File: src/rtl/seg_lut_pkg.sv
package seg_lut_pkg;

  // Region configuration, raw input units (LSB = 2^-INFRAC)
  localparam int NREG = 4;
  localparam int REG_LO    [NREG] = '{-64, 0, 32, 48};
  localparam int REG_SHIFT [NREG] = '{3, 2, 1, 0};
  localparam int RANGE_END = 64;   // first raw value above the covered span

  function automatic int regionEnd(int r);
    int e;
    e = RANGE_END;
    for (int i = 0; i < NREG - 1; i++)
      if (i == r) e = REG_LO[i + 1];
    return e;
  endfunction

  function automatic int regionSize(int r);
    return (regionEnd(r) - REG_LO[r]) >>> REG_SHIFT[r];
  endfunction

  function automatic int regionBase(int r);
    int acc;
    acc = 0;
    for (int i = 0; i < NREG; i++)
      if (i < r) acc += regionSize(i);
    return acc;
  endfunction

  localparam int ROM_DEPTH = regionBase(NREG);

  // Strobes from region control to the datapath
  typedef struct packed {
    logic            satLow;
    logic            satHigh;
    logic [NREG-1:0] regionHit;
  } lutCtrl_t;

endpackage

File: src/rtl/lut_region_ctrl.sv
module lut_region_ctrl
  import seg_lut_pkg::*;
#(
  parameter int INW = 8
) (
  input  logic signed [INW-1:0] inX,
  output lutCtrl_t              ctrlS
);

  logic [NREG-1:0] geLo;
  logic            aboveTop;

  assign aboveTop = (int'(inX) >= RANGE_END);

  // Comparator chain against each region's lower limit
  for (genvar r = 0; r < NREG; r++) begin : gCmp
    assign geLo[r] = (int'(inX) >= REG_LO[r]);
  end

  // A region wins when its limit is met and the next one is not
  for (genvar r = 0; r < NREG; r++) begin : gHit
    if (r < NREG - 1) begin : gMid
      assign ctrlS.regionHit[r] = geLo[r] & ~geLo[r + 1];
    end else begin : gLast
      assign ctrlS.regionHit[r] = geLo[r] & ~aboveTop;
    end
  end

  assign ctrlS.satLow  = ~geLo[0];
  assign ctrlS.satHigh = aboveTop;

endmodule

File: src/rtl/lut_rom_path.sv
module lut_rom_path
  import seg_lut_pkg::*;
#(
  parameter int INW     = 8,
  parameter int INFRAC  = 4,
  parameter int OUTW    = 16,
  parameter int OUTFRAC = 8,
  parameter int AW      = 6
) (
  input  logic                  clk,
  input  logic                  rstN,
  input  logic signed [INW-1:0] inX,
  input  lutCtrl_t              ctrlS,
  output logic [AW-1:0]         romAddr,
  output logic [OUTW-1:0]       lutOut
);

  localparam int QF = 28;   // internal fraction bits for table generation

  // Raw input value of table entry g
  function automatic int sampleRaw(int g);
    int raw;
    raw = 0;
    for (int r = 0; r < NREG; r++)
      if (g >= regionBase(r))
        raw = REG_LO[r] + ((g - regionBase(r)) <<< REG_SHIFT[r]);
    return raw;
  endfunction

  // round(e^(raw / 2^INFRAC) * 2^OUTFRAC), integer arithmetic only
  function automatic longint expFix(int raw);
    longint term, stepE, acc, res, maxV;
    int     k;
    term  = longint'(1) <<< QF;
    stepE = term;
    for (int n = 1; n <= 10; n++) begin
      term  = (term >>> INFRAC) / n;
      stepE = stepE + term;
    end
    acc = longint'(1) <<< QF;
    k   = (raw < 0) ? -raw : raw;
    for (int i = 0; i < k; i++)
      acc = (acc * stepE + (longint'(1) <<< (QF - 1))) >>> QF;
    if (raw < 0)
      acc = ((longint'(1) <<< (2 * QF)) + acc / 2) / acc;
    res  = (acc + (longint'(1) <<< (QF - OUTFRAC - 1))) >>> (QF - OUTFRAC);
    maxV = (longint'(1) <<< OUTW) - 1;
    if (res > maxV) res = maxV;
    return res;
  endfunction

  // Shared sample store, filled at elaboration
  logic [OUTW-1:0] romArr [ROM_DEPTH];
  for (genvar g = 0; g < ROM_DEPTH; g++) begin : gRom
    assign romArr[g] = OUTW'(expFix(sampleRaw(g)));
  end

  // Per-region candidate addresses
  logic [AW-1:0] cand [NREG];
  for (genvar r = 0; r < NREG; r++) begin : gAddr
    assign cand[r] = AW'(regionBase(r) + ((int'(inX) - REG_LO[r]) >>> REG_SHIFT[r]));
  end

  logic [AW-1:0] addrMux;
  always_comb begin
    addrMux = '0;
    for (int r = 0; r < NREG; r++)
      if (ctrlS.regionHit[r]) addrMux = addrMux | cand[r];
    if (ctrlS.satLow)       romAddr = '0;
    else if (ctrlS.satHigh) romAddr = AW'(ROM_DEPTH - 1);
    else                    romAddr = addrMux;
  end

  always_ff @(posedge clk or negedge rstN) begin
    if (!rstN) lutOut <= '0;
    else       lutOut <= romArr[romAddr];
  end

endmodule

File: src/rtl/seg_exp_lut.sv
module seg_exp_lut
  import seg_lut_pkg::*;
#(
  parameter int INW     = 8,
  parameter int INFRAC  = 4,
  parameter int OUTW    = 16,
  parameter int OUTFRAC = 8
) (
  input  logic                  clk,
  input  logic                  rstN,
  input  logic signed [INW-1:0] inX,
  output logic [OUTW-1:0]       lutOut
);

  localparam int ADDR_W = $clog2(ROM_DEPTH);

  lutCtrl_t          ctrlS;
  logic [ADDR_W-1:0] romAddr;

  lut_region_ctrl #(.INW(INW)) u_ctrl (
    .inX   (inX),
    .ctrlS (ctrlS)
  );

  lut_rom_path #(
    .INW(INW), .INFRAC(INFRAC), .OUTW(OUTW), .OUTFRAC(OUTFRAC), .AW(ADDR_W)
  ) u_path (
    .clk     (clk),
    .rstN    (rstN),
    .inX     (inX),
    .ctrlS   (ctrlS),
    .romAddr (romAddr),
    .lutOut  (lutOut)
  );

endmodule

File: config.mk
export PLATFORM = sky130hd
export DESIGN_NAME = seg_exp_lut
export DESIGN_NICKNAME = d
export VERILOG_FILES = /design/src/rtl/seg_lut_pkg.sv /design/src/rtl/lut_region_ctrl.sv /design/src/rtl/lut_rom_path.sv /design/src/rtl/seg_exp_lut.sv
export SDC_FILE = /design/constraint.sdc
export NUM_CORES = 1
export LEC_CHECK = 0
export BUFFER_PORTS_ARGS = -buffer_cell sky130_fd_sc_hd__buf_4
export CAP_MARGIN = 20
export CORE_MARGIN = 4
export CORE_UTILIZATION = 45
export CTS_BUF_LIST = sky130_fd_sc_hd__clkbuf_4
export CTS_CLUSTER_DIAMETER = 100
export DETAILED_ROUTE_END_ITERATION = 8
export PLACE_DENSITY = 0.67
export SLEW_MARGIN = 10
export SYNTH_ARGS = -nofsm -noshare
export SYNTH_HDL_FRONTEND = slang
export SYNTH_SLANG_ARGS = --single-unit
File: constraint.sdc
create_clock -name clk -period 0.8 [get_ports clk]
set_clock_uncertainty 0.2 [all_clocks]
set_input_delay 0.04 -clock clk [delete_from_list [all_inputs] [get_ports clk]]
set_output_delay 0.04 -clock clk [all_outputs]
set_load 0.03 [all_outputs]
After elaboration in Yosys (flattened, before gate mapping)

Memory sizes are Yosys's and may differ from the RTL's. A register that Yosys moved wholly into a read port is not among the register bits.
Index checks and enable logic that the tools add are counted.

Flip-flop bits (word level): 0
Memory bits (read-only): 1,024
Input bits: 10
Output and inout port bits: 16
Word-level logic and storage cells: 31
Memories kept: 1

Memory list:

| name             | words | width | read ports | clocked after Yosys merged registers in | write ports | RTL line           | source |
|---|---|---|---|---|---|---|---|
| (name not given) | 64    | 16    | 1          | 1                                       | 0           | lut_rom_path.sv:76 | `else lutOut <= romArr[romAddr];` |

$add $sub $neg: 6
Order comparisons: 5
Multiplexer cells: 6
Bitwise logic cells: 12
Reductions and logical operators: 1

Operators by type and width:

| operator                                             | count |
|---|---|
| two-way mux 6 bit                                    | 6 |
| >= comparator 8 x 7 -> 1 bit (second input constant) | 3 |
| bitwise OR 6 bit                                     | 3 |
| adder 6 bit (first input constant)                   | 2 |
| subtractor 8 x 7 -> 9 bit (second input constant)    | 1 |
| >= comparator 8 x 1 -> 1 bit (second input constant) | 1 |
| >= comparator 8 bit (second input constant)          | 1 |
| inverter 6 -> 7 bit                                  | 1 |
| subtractor 7 bit (second input constant)             | 1 |
| adder 5 x 6 -> 6 bit (first input constant)          | 1 |
| subtractor 6 x 5 -> 6 bit (second input constant)    | 1 |
| bitwise AND 1 bit                                    | 4 |
| inverter 1 bit                                       | 4 |
| logical NOT 1 bit                                    | 1 |

Depth between registers and ports, before layout

Word-level depth: 13
Gate-level depth with buffers: 14
Gate-level depth less buffers: 13

By module

A second synthesis with hierarchy kept.

Cells, all modules: 206
Area total of the unflattened synthesis: 1,592.8 sq um

By module, submodules not included:

| module          | instances | cells each | area an instance (sq um) | sequential area each (sq um) |
|---|---|---|---|---|
| lut_rom_path    | 1         | 199        | 1,527.7                  | 350.3 |
| lut_region_ctrl | 1         | 7          | 65.1                     | 0.0 |

Worst setup path before layout

No wires, ideal clock.

Path type: input to register
Start point: in inX[7]
End point: reg u_path.lutOut[4]
Library setup time: 0.124 ns
Data arrival time: 2.912 ns
Required time: 0.476 ns
Setup slack: -2.436 ns
Cell stages on the path: 13
Cell sequence: buf_2 inv_1 ha_1 and3_1 mux2i_2 a211oi_2 a221oi_4 or2_2 ha_1 clkbuf_1 nand2b_1 a31oi_1 a211o_1

Longest elaborated chain between the ends: 13
Elaborated cells between the ends (all ways): 25
Those cells by class: add/sub (2); order compare (5); mux (6); bitwise (12)

Ends and longest elaborated chain:

| element                                       | RTL line              | source |
|---|---|---|
| start, declared                               | seg_exp_lut.sv:11     | `input logic signed [INW-1:0] inX,` |
| >= comparator 8 x 1 -> 1 bit                  | lut_region_ctrl.sv:17 | `assign geLo[r] = (int'(inX) >= REG_LO[r]);` |
| inverter 1 bit                                | lut_region_ctrl.sv:23 | `assign ctrlS.regionHit[r] = geLo[r] & ~geLo[r + 1];` |
| bitwise AND 1 bit                             | lut_region_ctrl.sv:23 |  |
| two-way mux 6 bit                             | lut_rom_path.sv:68    | `if (ctrlS.regionHit[r]) addrMux = addrMux \| cand[r];` |
| bitwise OR 6 bit                              | lut_rom_path.sv:68    |  |
| two-way mux 6 bit                             | lut_rom_path.sv:68    |  |
| bitwise OR 6 bit                              | lut_rom_path.sv:68    |  |
| two-way mux 6 bit                             | lut_rom_path.sv:68    |  |
| bitwise OR 6 bit                              | lut_rom_path.sv:68    |  |
| two-way mux 6 bit                             | lut_rom_path.sv:68    |  |
| two-way mux 6 bit                             | lut_rom_path.sv:70    | `else if (ctrlS.satHigh) romAddr = AW'(ROM_DEPTH - 1);` |
| two-way mux 6 bit (*)                         | lut_rom_path.sv:69    | `if (ctrlS.satLow) romAddr = '0;` |
| inverter 6 -> 7 bit (not written as such) (*) | lut_rom_path.sv:76    |  |
| end, declared                                 | lut_rom_path.sv:15    | `output logic [OUTW-1:0] lutOut` |

Every way passes the cells marked *; elsewhere a longest branch is shown, timed or not.

Worst setup path in the final report

Start point: in inX[6]
End point: reg u_path.lutOut[2]

Longest elaborated chain between the ends: 13
Elaborated cells between the ends (all ways): 27
Those cells by class: add/sub (4); order compare (5); mux (6); bitwise (12)

Ends and longest elaborated chain:

| element                                                                   | RTL line |
|---|---|
| parallel branches: the longest is 11 deep, another holds subtractor 7 bit | n/a |
| two-way mux 6 bit (*)                                                     | lut_rom_path.sv:69 |
| inverter 6 -> 7 bit (not written as such) (*)                             | lut_rom_path.sv:76 |

Every way passes the cells marked *.

==> impl_results.rst <==
.. list-table::
   :header-rows: 1

   * - Metric
     - Value
   * - Run status
     - complete, but fails checks
   * - Failing checks
     - hold timing, setup timing
   * - Number of synthesis warnings
     - 0
   * - Final cell count without fillers
     - 395
   * - Post-Place Worst Slack
     - -2.043 ns
   * - Core area
     - 4058 µm²
   * - ANT cells
     - 0
   * - Most used standard cells in the synthesized netlist
     - sky130_fd_sc_hd__nand2_1, sky130_fd_sc_hd__a21oi_1, sky130_fd_sc_hd__ha_1, sky130_fd_sc_hd__dfrtp_1, sky130_fd_sc_hd__nor2_1
   * - Max_cap viols
     - 0
   * - Clock tree from TritonCTS
     - yes
   * - Portion of total power attributed to sequential cells
     - 19.9%
   * - Max IR drop VDD
     - 0.6561 mV
   * - Total clock sinks
     - 14
   * - Part of the Yosys area used for sequential elements
     - 18.24%
   * - Global placer's final weighted congestion
     - 1.021
   * - Crit path kind
     - primary input to register
   * - Post-detailed-placement cell area
     - 2825 µm²
   * - Clock slew seen by the registers of the worst setup and hold paths
     - 0.08 ns
   * - Number of nets at the end of the flow
     - 373
   * - Hold buffer count at CTS
     - 1
   * - Setup repair after global routing missed its margin
     - true
   * - Power density of the placed cells
     - 1390 nW/µm²
   * - Most common flop cell mapped by yosys
     - sky130_fd_sc_hd__dfrtp_1
   * - TritonCTS buffer count
     - 3
   * - Gate family responsible for the most delay along the worst path
     - compound AO/OA/AOI/OAI gates
   * - Internal power
     - 2.641 mW
   * - Largest area contributor in the synthesized netlist
     - sky130_fd_sc_hd__dfrtp_1
   * - Class of the worst hold path
     - primary input to async pin
   * - Synth Register Bits
     - 14
   * - IO Pins
     - 26
   * - Maximum number of pins on one net before global-route repair
     - 17
   * - Vias after detailed routing
     - 2,482
   * - Synthesized cell area
     - 1921 µm²
   * - Area delta synth->final
     - 77.46%
   * - Clock tree buffer depth
     - 2
   * - Power share of the clock group
     - 8.0%
   * - Lkg Pwr
     - 1.509 nW
   * - Vertical die dimension
     - 73.33 µm
   * - Fraction of post-synthesis cell area in the top cell type by area
     - 18.24%
   * - Final worst path period need
     - 2.465 ns
   * - Die X
     - 73.33 µm
   * - Power after layout
     - 4.738 mW
   * - Die ar.
     - 5377 µm²
   * - Arrival @ worst endpoint
     - 2.42 ns
   * - Distinct cell type count of the synthesized netlist
     - 64
   * - Total Wirelength
     - 7805 µm
   * - Critical path capture point type
     - register
   * - Cell total after placement
     - 376
   * - DRC
     - 0
   * - Layout cell share with drive strength beyond 1
     - 61.74%
   * - Largest driver fanout on the critical path
     - 5
   * - Global route total overflow
     - 0
   * - Detailed Routing Iterations Pass 1
     - 5
   * - Setup violation total in the final timing report
     - 28
   * - Total GRT Usage
     - 26.76%
   * - Mean Syn Cell Area
     - 8.173 µm²
   * - Count of input and output buffers
     - 23
   * - Delay of the slowest cell on the worst path
     - 0.34 ns
   * - Detail-routed via count per cell
     - 6.284
   * - Iteration-0 DRC Markers
     - 367
   * - Remaining antenna violation count after routing
     - 0
   * - Max Clock Freq
     - 0.4056 GHz
   * - Dpl hpwl
     - 5127 µm
   * - Combinational power share
     - 72.2%
   * - Required @ worst endpoint
     - 0.75 ns
   * - Number of slew-limit violations in the final report
     - 0
   * - Root buffer selected by CTS
     - sky130_fd_sc_hd__clkbuf_4
   * - Top reg by flops
     - u_path.lutOut
   * - Initial core utilization
     - 47.33%
   * - Final critical-path share of the clock period
     - 308.2%
   * - Sw Pwr
     - 2.097 mW
   * - Routed len/inst
     - 19.76 µm
   * - Share of synthesized flip-flops with an asynchronous set or reset
     - 100.0%
   * - Buf/Inv on CP
     - 3
   * - Switching share of total power
     - 44.26%
   * - Post-Layout Inst Area
     - 3408 µm²
   * - Final setup slack of the worst path
     - -1.665 ns
   * - First-pass GRT wire length
     - 11,320 µm
   * - Cell with the largest stage delay on the worst path
     - sky130_fd_sc_hd__a221oi_4
   * - H-tree levels
     - 1
   * - Syn Inst Count
     - 235
   * - Cell-by-cell listing of the critical path
     - buf_8 -> inv_8 -> ha_4 -> and3_4 -> mux2i_4 -> a211oi_4 -> a221oi_4 -> or2_4 -> inv_6 -> ha_4 -> nand2_1 -> o211a_1 -> a21oi_2 -> a211o_1
   * - Number of rows created at floorplan
     - 23
   * - EDFF count, synth
     - 0
   * - Worst hold-check slack
     - -0.05262 ns
   * - Most common cell in the netlist
     - sky130_fd_sc_hd__nand2_1
   * - Largest register FFs
     - 14
   * - Crit-path most repeated cell
     - sky130_fd_sc_hd__ha_4
   * - Vias in the first global route
     - 2,300
   * - Cell types occupying the most area after synthesis
     - sky130_fd_sc_hd__dfrtp_1, sky130_fd_sc_hd__ha_1, sky130_fd_sc_hd__a21oi_1, sky130_fd_sc_hd__nand2_1, sky130_fd_sc_hd__buf_4
   * - Registers with the most flip-flops
     - u_path.lutOut: 14 flops
   * - Initial antenna violation count
     - 0
   * - Critical Path Source Type
     - primary input
   * - Final count of hold timing violations
     - 14
==> worst paths after layout <==
path,depth (start not counted),slack (ns),startpoint,end
max,14,-1.67,inX[6],u_path.lutOut[2]$_DFF_PN0_
min,2,-0.05,rstN,u_path.lutOut[11]$_DFF_PN0_
max in group asynchronous,2,0.28,rstN,u_path.lutOut[1]$_DFF_PN0_
min in group clk,7,0.31,inX[0],u_path.lutOut[8]$_DFF_PN0_
==> placed cells by master (no fill, tap or decap), drive strengths merged, types with 2 or more instances in the layout <==
cell type	synthesis	final
buf	14	123
nand2	23	23
a21oi	18	18
nor2	16	16
ha	16	16
dfrtp	14	14
nor3	13	13
o21ai	13	13
inv	13	13
nand3	7	7
a211o	6	6
and3	6	6
a221oi	6	6
a31oi	5	5
mux2i	5	5
o31a	4	4
a211oi	4	4
and2	4	4
a221o	3	3
o211ai	3	3
clkbuf	4	3
or2	3	3
a2111oi	3	3
o31ai	3	3
nor4	2	2
nand2b	2	2
o2111ai	2	2
xnor2	2	2
xor2	2	2
o21a	2	2
conb	1	2
nor3b	2	2
==> power by group through the flow <==
stage	logic, mW	registers (mW)	clock network (mW)
floorplan	1.26	1.22	0
global placement	2.65	0.914	0
detailed placement	2.67	0.916	0
CTS	3.04	0.933	0.389
global route	3.58	0.949	0.427
finish	3.42	0.941	0.378
==> layer usage <==
layer / global-route usage [%] / up-vias / wire length, µm
li1: - / 1096 / -
met1: 39.77 / 1198 / 3236
met4: 5.835 / 0 / 146
met5: 0 / - / 0
met2: 40.71 / 155 / 3610
met3: 4.104 / 33 / 812
==> layout make-up <==
type	instances	area [µm²]
sequential	14	350.3
timing repair buffer	124	1106
fill	201	649.4
multi-input combinational	191	1788
clock buffer	3	22.52
inverter	13	78.83
tap	50	62.56
==> logic make-up after synthesis <==
group	count (synthesis)	share of synthesized area [%]
AO/OA/AOI/OAI	81	33.94
XOR/XNOR	4	1.824
adder cells (fa/ha/maj)	16	10.42
buffers and inverters	31	8.208
flip-flops	14	18.24
multiplexers	6	3.583
other	1	0.1953
AND/OR/NAND/NOR	82	23.58
==> stage by stage <==
step	util, %	TNS (ns)	hold slack [ns]
2_1_floorplan	-	-25.76	-0.4556
3_3_place_gp	69.63	-26.95	-0.3050
3_5_place_dp	69.63	-26.87	-0.3024
4_1_cts	78.48	-23.86	-0.04765
5_1_grt	84.00	-26.31	-0.03631
6_report	84.00	-25.09	-0.05262
==> repair_timing <==
item / in CTS / in global routing
endpoints found under the hold margin: 14 / 14
endpoints found under the setup margin: 28 / 28
pin swaps: 29 / 37
cloned: 1 / 0
setup buffers: 7 / 7
resized for setup: 61 / 43
Power figures use the tool's default switching activity.
